==> config.mk <==
export PLATFORM = sky130hd
export DESIGN_NAME = vend_ctrl
export DESIGN_NICKNAME = d
export VERILOG_FILES = /design/src/rtl/vend_pkg.sv /design/src/rtl/vend_tally.sv /design/src/rtl/vend_decode.sv /design/src/rtl/vend_ctrl.sv
export SDC_FILE = /design/constraint.sdc
export NUM_CORES = 1
export LEC_CHECK = 0
export ABC_AREA = 1
export CORE_MARGIN = 4
export CORE_UTILIZATION = 48
export CTS_CLUSTER_SIZE = 8
export DETAILED_ROUTE_END_ITERATION = 12
export PLACE_DENSITY = 0.72
export SYNTH_ARGS = -nofsm -noshare
export SYNTH_HDL_FRONTEND = slang
export SYNTH_SLANG_ARGS = --single-unit
==> constraint.sdc <==
create_clock -name clk -period 1.93 [get_ports clk]
set_input_delay 0.579 -clock clk [delete_from_list [all_inputs] [get_ports clk]]
set_output_delay 0.579 -clock clk [all_outputs]
set_load 0.01 [all_outputs]
==> src/rtl/vend_pkg.sv <==
package vend_pkg;
  typedef enum logic [1:0] {
    PH_COLLECT = 2'd0,
    PH_VEND    = 2'd1,
    PH_REFUND  = 2'd2
  } phase_e;

  localparam logic [1:0] CODE_NONE    = 2'b00;
  localparam logic [1:0] CODE_NICKEL  = 2'b01;
  localparam logic [1:0] CODE_DIME    = 2'b10;
  localparam logic [1:0] CODE_QUARTER = 2'b11;

  // coin worth in 5-cent units
  localparam int NICKEL_UNITS  = 1;
  localparam int DIME_UNITS    = 2;
  localparam int QUARTER_UNITS = 5;
endpackage

==> src/rtl/vend_tally.sv <==
module vend_tally
  import vend_pkg::*;
#(
  parameter int PRICE_UNITS = 7,
  parameter int UNIT_W      = 4
) (
  input  phase_e              phase,
  input  logic [UNIT_W-1:0]   units,
  input  logic [1:0]          coin,
  output phase_e              nxt_phase,
  output logic [UNIT_W-1:0]   nxt_units
);
  localparam logic [UNIT_W-1:0] PRICE_U = UNIT_W'(PRICE_UNITS);
  localparam logic [UNIT_W-1:0] ONE_U   = UNIT_W'(NICKEL_UNITS);
  localparam logic [UNIT_W-1:0] TWO_U   = UNIT_W'(DIME_UNITS);
  localparam logic [UNIT_W-1:0] FIVE_U  = UNIT_W'(QUARTER_UNITS);

  logic [UNIT_W-1:0] coin_val;
  logic [UNIT_W-1:0] sum;
  logic [UNIT_W-1:0] step;
  logic [UNIT_W-1:0] rest;

  always_comb begin
    case (coin)
      CODE_NICKEL:  coin_val = ONE_U;
      CODE_DIME:    coin_val = TWO_U;
      CODE_QUARTER: coin_val = FIVE_U;
      default:      coin_val = '0;
    endcase
  end

  assign sum  = units + coin_val;
  assign step = (units >= TWO_U) ? TWO_U : ONE_U;
  assign rest = units - step;

  always_comb begin
    nxt_phase = PH_COLLECT;
    nxt_units = '0;
    case (phase)
      PH_COLLECT: begin
        if (sum >= PRICE_U) begin
          nxt_phase = PH_VEND;
          nxt_units = sum - PRICE_U;
        end else begin
          nxt_units = sum;
        end
      end
      PH_VEND: begin
        if (units != '0) begin
          nxt_phase = PH_REFUND;
          nxt_units = units;
        end
      end
      PH_REFUND: begin
        if (rest != '0) begin
          nxt_phase = PH_REFUND;
          nxt_units = rest;
        end
      end
      default: ;
    endcase
  end
endmodule

==> src/rtl/vend_decode.sv <==
module vend_decode
  import vend_pkg::*;
#(
  parameter int UNIT_W = 4
) (
  input  phase_e            phase,
  input  logic [UNIT_W-1:0] units,
  output logic              dispense,
  output logic [1:0]        refund_coin
);
  localparam logic [UNIT_W-1:0] TWO_U = UNIT_W'(DIME_UNITS);

  always_comb begin
    dispense    = 1'b0;
    refund_coin = CODE_NONE;
    case (phase)
      PH_VEND:   dispense = 1'b1;
      PH_REFUND: refund_coin = (units >= TWO_U) ? CODE_DIME : CODE_NICKEL;
      default: ;
    endcase
  end
endmodule

==> src/rtl/vend_ctrl.sv <==
module vend_ctrl
  import vend_pkg::*;
#(
  parameter int PRICE_UNITS = 7
) (
  input  logic       clk,
  input  logic       rst,
  input  logic [1:0] coin,
  output logic       dispense,
  output logic [1:0] refund_coin
);
  localparam int UNIT_W = $clog2(PRICE_UNITS + QUARTER_UNITS);

  phase_e            phase_q, phase_d;
  logic [UNIT_W-1:0] units_q, units_d;

  always_ff @(posedge clk or posedge rst) begin
    if (rst) begin
      phase_q <= PH_COLLECT;
      units_q <= '0;
    end else begin
      phase_q <= phase_d;
      units_q <= units_d;
    end
  end

  vend_tally #(.PRICE_UNITS(PRICE_UNITS), .UNIT_W(UNIT_W)) u_tally (
    .phase     (phase_q),
    .units     (units_q),
    .coin      (coin),
    .nxt_phase (phase_d),
    .nxt_units (units_d)
  );

  vend_decode #(.UNIT_W(UNIT_W)) u_decode (
    .phase       (phase_q),
    .units       (units_q),
    .dispense    (dispense),
    .refund_coin (refund_coin)
  );
endmodule

== Word-level counts from Yosys, hierarchy flattened ==
Cells that the tools add are included.

* Reductions and logical operators: 3
* Divide/modulo/power cells: 0
* Add/subtract/negate cells: 3
* Bitwise operators: 0
* $lt $le $gt $ge: 2
* Multiplexer cells: 13
* Multiply operators: 0
* Shift operators: 0
* Equality and inequality tests: 6

{| class="wikitable"
|+ Operator list
! kind !! number
|-
| two-way mux 4 bit || 3
|-
| one-hot mux 4 bit (3 select lines) || 1
|-
| two-way mux 2 bit || 5
|-
| one-hot mux 3 bit (3 select lines) || 1
|-
| nonzero test 4 bit || 2
|-
| equality test 2 bit (second input constant) || 3
|-
| one-hot mux 2 bit (3 select lines) || 1
|-
| adder 4 x 3 -> 4 bit || 1
|-
| equality test 2 x 1 -> 1 bit (second input constant) || 2
|-
| >= comparator 4 x 2 -> 1 bit (second input constant) || 1
|-
| >= comparator 4 x 3 -> 1 bit (second input constant) || 1
|-
| subtractor 4 x 3 -> 4 bit (second input constant) || 1
|-
| subtractor 4 bit || 1
|-
| logical NOT 2 bit || 1
|-
| two-way mux 1 bit || 2
|-
| != test 2 bit (second input constant) || 1
|}

* Output and inout bits: 3
* Flip-flop bits (word level): 6
* Bits in latches: 0
* Bits in read-only memories: 0
* Memory bits (writable): 0
* Memories kept: 0
* Input bits: 4

== Depth between registers and ports, before layout ==
* Word-level depth: 6
* Mapped depth: 12
* Gate-level depth less buffers: 12

== By module ==
From an unflattened synthesis, not the netlist that was laid out.

* Cell total of the unflattened synthesis: 98
* Area total of the unflattened synthesis: 658.1 µm²

{| class="wikitable"
|+ By module, submodules not included
! module !! times used !! sequential area each (µm²) !! cells each !! area each (µm²)
|-
| vend_tally || 1 || 0.0 || 83 || 465.4
|-
| vend_ctrl || 1 || 150.1 || 7 || 153.9
|-
| vend_decode || 1 || 0.0 || 8 || 38.8
|}

== Least setup slack after synthesis ==
No wires, ideal clock.

* Path kind: input -> register
* Start: input port coin[0]
* End: register units_q[3]
* Cell stages on the path: 9
* Path buffers: 0
* Data required time: 1.815 ns
* Path slack: -0.058 ns
* Setup time: 0.115 ns
* Arrival: 1.872 ns
* Cells stage by stage: ha_1 fa_1 ha_1 nand3_2 nand3_2 nand2_2 inv_2 nand3_2 nand2_2

* Longest elaborated chain between the ends: 6

{| class="wikitable"
|+ RTL lines
! what !! RTL line !! source
|-
| start: declaration || vend_ctrl.sv:8 || <nowiki>input logic [1:0] coin,</nowiki>
|-
| equality test 2 bit or equality test 2 x 1 -> 1 bit (tied branches) || vend_tally.sv:24 || <nowiki>case (coin)</nowiki>
|-
| one-hot mux 3 bit (3 select lines) (*) || vend_tally.sv:24 ||
|-
| adder 4 x 3 -> 4 bit (*) || vend_tally.sv:32 || <nowiki>assign sum = units + coin_val;</nowiki>
|-
| subtractor 4 x 3 -> 4 bit or >= comparator 4 x 3 -> 1 bit (tied branches) || vend_tally.sv:43, vend_tally.sv:41 ||
|-
| two-way mux 4 bit (*) || vend_tally.sv:41 || <nowiki>if (sum >= PRICE_U) begin</nowiki>
|-
| one-hot mux 4 bit (3 select lines) (*) || vend_tally.sv:39 || <nowiki>case (phase)</nowiki>
|-
| end signal: assignment || vend_ctrl.sv:23 || <nowiki>units_q <= units_d;</nowiki>
|-
| end: declaration || vend_ctrl.sv:15 || <nowiki>logic [UNIT_W-1:0] units_q, units_d;</nowiki>
|}

Every way passes the cells marked *; elsewhere a longest branch is shown, timed or not.
A chain may end at the register's enable or synchronous reset.

== Worst setup path in the final report ==
* Start: input port coin[0]
* End: register units_q[1]

The elaborated chain is that of the path after synthesis.

==> key figures <==
Critical path
  – Largest stage delay, worst path: approximately 0.53 ns
  – Required time at the worst-slack endpoint: roughly 2.1 ns
  – Crit Path Class: input port to flop
  – Reg-to-reg critical path endpoint: units_q[1]
  – RR Startpoint: units_q[0]
  – Largest driver fanout on the critical path: 4
  – CP Data Arrival Time: 2.03 ns
  – Worst path slowest cell: sky130_fd_sc_hd__fa_1
  – Path depth of the worst reg2reg path: 8
  – Nature of the critical path startpoint: input port
  – Worst Setup End Kind: flop
  – Worst reg2reg setup slack: roughly 0.040 ns
  – CP Cell Sequence: buf_2 -> ha_4 -> fa_1 -> ha_2 -> nand3_4 -> nand3_4 -> nand2_1 -> nand3_1 -> nand3_1

Floorplanning
  – Die Footprint: 1960 sq um
  – Horizontal die dimension: 44.3 microns
  – Die extent in y: 44.3 microns
  – Placement row count: 12
  – Ports: 7
  – Initial core utilization: 54.0%
  – Standard cell core area: 1170 sq um

CTS
  – Clock sinks: 6
  – Max Buffers Root-to-Sink: 2
  – Insertion delay to the later sink of the worst-skew pair: 0.25 ns
  – CTS tree: yes
  – CTS H-Tree Depth: 1
  – Number of buffers created by CTS: 3
  – Clock transition time at the flip-flop clock pins of the worst setup and hold paths: 0.05 ns
  – Clock root cell: sky130_fd_sc_hd__clkbuf_4

Finish
  – Layout cells sized above 1: 40.4%
  – Antenna Diode Count: 0
  – Most used cells in the layout excluding fill and tap cells: sky130_fd_sc_hd__nand2_1 (15), sky130_fd_sc_hd__inv_1 (14), sky130_fd_sc_hd__buf_4 (13)
  – Nets@finish: between 100 and 150
  – Fin cells: 123
  – Area growth from synthesis to layout: 41.8%
  – Leading cell type in the layout, fill and taps excluded: sky130_fd_sc_hd__nand2_1

Timing
  – Sum of negative setup slack: 0 ns
  – Final setup margin: between 0.02 and 0.03 ns
  – Least-Margin Pin Slew: 0.345 ns
  – Final Cycle Share: 98.6%
  – Achievable clock frequency: 0.525 GHz
  – Min Clock Period, post-route: roughly 1.9 ns
  – Unrepaired setup endpoints after global routing: yes
  – Layout Skew: 0.00439 ns
  – Max_slew headroom: 76.9%
  – Post-route worst hold slack: 0.558 ns
  – Final hold viol count: 0
  – Final Setup Violations: 0
  – Final number of max-transition violations: 0

Worst hold path
  – Min-Delay Path Class: input port to async pin

Global routing
  – Via count of the first global-routing pass: 652
  – Largest net degree at the start of global routing: 7
  – Combined global-route utilization of all metal layers: 18.8%
  – Leftover overflow at the end of global routing: 0
  – First-pass GRT wire length: 2700 microns
  – Antenna violations before repair: 0

Placement
  – Number of instances in the placed design: 117
  – Post-placement setup slack: -0.572 ns
  – Last weighted congestion value of the routability-driven placer: 0.852
  – Placed wire-length estimate: 1230 microns
  – Count of port buffers added during placement: 6

Drt
  – Length of the first detailed-routing pass in iterations: 4
  – DRT Wirelength: 1700 microns
  – First DRT Iteration DRCs: 26
  – ANT nets after route: 0
  – Wire length per cell after detailed routing: 13.8 microns
  – Count of vias placed by the detailed router: 664
  – Number of remaining DRC errors: 0
  – Number of vias per cell: roughly 5.4

Power
  – Peak supply drop: 982 uV
  – Total power of the final layout: roughly 1.7 mW
  – Power density relative to cell area: 1870 nW/um^2
  – Static power due to leakage: 0.465 nW

Synth
  – Net count of the mapped netlist: 98
  – Post-synthesis instance area: 632 sq um
  – Count of distinct cell types in the synthesized netlist: 20
  – Ys Warns: 0
  – Yosys reg bits: 6
  – Post-synthesis cell count: 86
  – Average instance area after synthesis: 7.35 sq um
  – Sequential cell area fraction in the yosys report: 23.8%

Job
  – Max-capacitance violation count: 0

Status
  – Outcome: completed
## cells by family after synthesis
logic type | count (synthesis) | share of synthesized area [%]
AO/OA/AOI/OAI | 6 | 5.94
XOR/XNOR | 1 | 1.39
adder cells (fa/ha/maj) | 8 | 18.2
buffers and inverters | 17 | 10.1
flip-flops | 6 | 23.8
AND/OR/NAND/NOR | 48 | 40.6
## registers in the layout, indices dropped and copies added, names as in the netlist
signal / flops
phase_q: 2
units_q: 4
## synth_stat cells (all sizes together)
library cell | number | area, sq um
ha | 6 | 75.1
dfrtp | 6 | 150
nand3 | 14 | 95.1
nand4 | 4 | 25.0
nor2 | 8 | 37.5
o21ai | 4 | 23.8
nand3b | 1 | 7.51
fa | 2 | 40.0
inv | 17 | 63.8
a21oi | 2 | 13.8
xnor2 | 1 | 8.76
or2 | 1 | 6.26
nand2 | 20 | 85.1
## worst max path at each step
stage                       endpoint       start  slack (ns)  cells after the start
after floorplan           units_q[0]     coin[0]        0.02                      8
after global placement    units_q[0]     coin[0]       -0.52                      9
after detailed placement  units_q[1]     coin[0]       -0.57                      9
after CTS                 units_q[1]     coin[1]       0.003                     10
after global routing      units_q[1]  units_q[0]       -0.04                      8
final                     units_q[1]     coin[0]        0.03                      9
## critical path: cells and delay by family
kind	cells	cell delay, ns
and+or+nand+nor	5	0.42
adders and majority gates	3	0.90
buffers and inverters	1	0.13
## layer usage
layer	wire length, microns	GRT usage [%]
met2	852	32.0
met5	0	0
met1	669	21.7
met3	135	6.91
met4	40	6.02
## timing repair
action,CTS,global route
gates resized for setup,14,10
pin swaps,6,9
endpoints found under the setup margin,8,7
hold buffers,0,0
gates cloned,0,0
buffers inserted,2,1
## final cells by class
class / count / area, sq um
inverters: 17 / 63.8
repair buffers: 20 / 153
flip-flops and latches: 6 / 151
well taps: 14 / 17.5
clock buffers: 3 / 22.5
fillers: 84 / 275
multi-input cells: 63 / 488
## metrics by stage
| step | cell area, sq um | util (%) |
|---|---|---|
| floorplan | 647 | - |
| global placement | 807 | 68.9 |
| CTS | 856 | 73.1 |
| finish | 896 | 76.5 |
| detailed placement | 807 | 68.9 |
| global route | 896 | 76.5 |
## report_power, final
group	internal, mW	total (mW)	leakage (nW)	switching (mW)
Clock	0.0705	0.118	0.0138	0.0477
Sequential	0.192	0.252	0.0704	0.0600
Combinational	0.568	1.31	0.381	0.738
No activity file was read; power rests on OpenSTA's default activity.
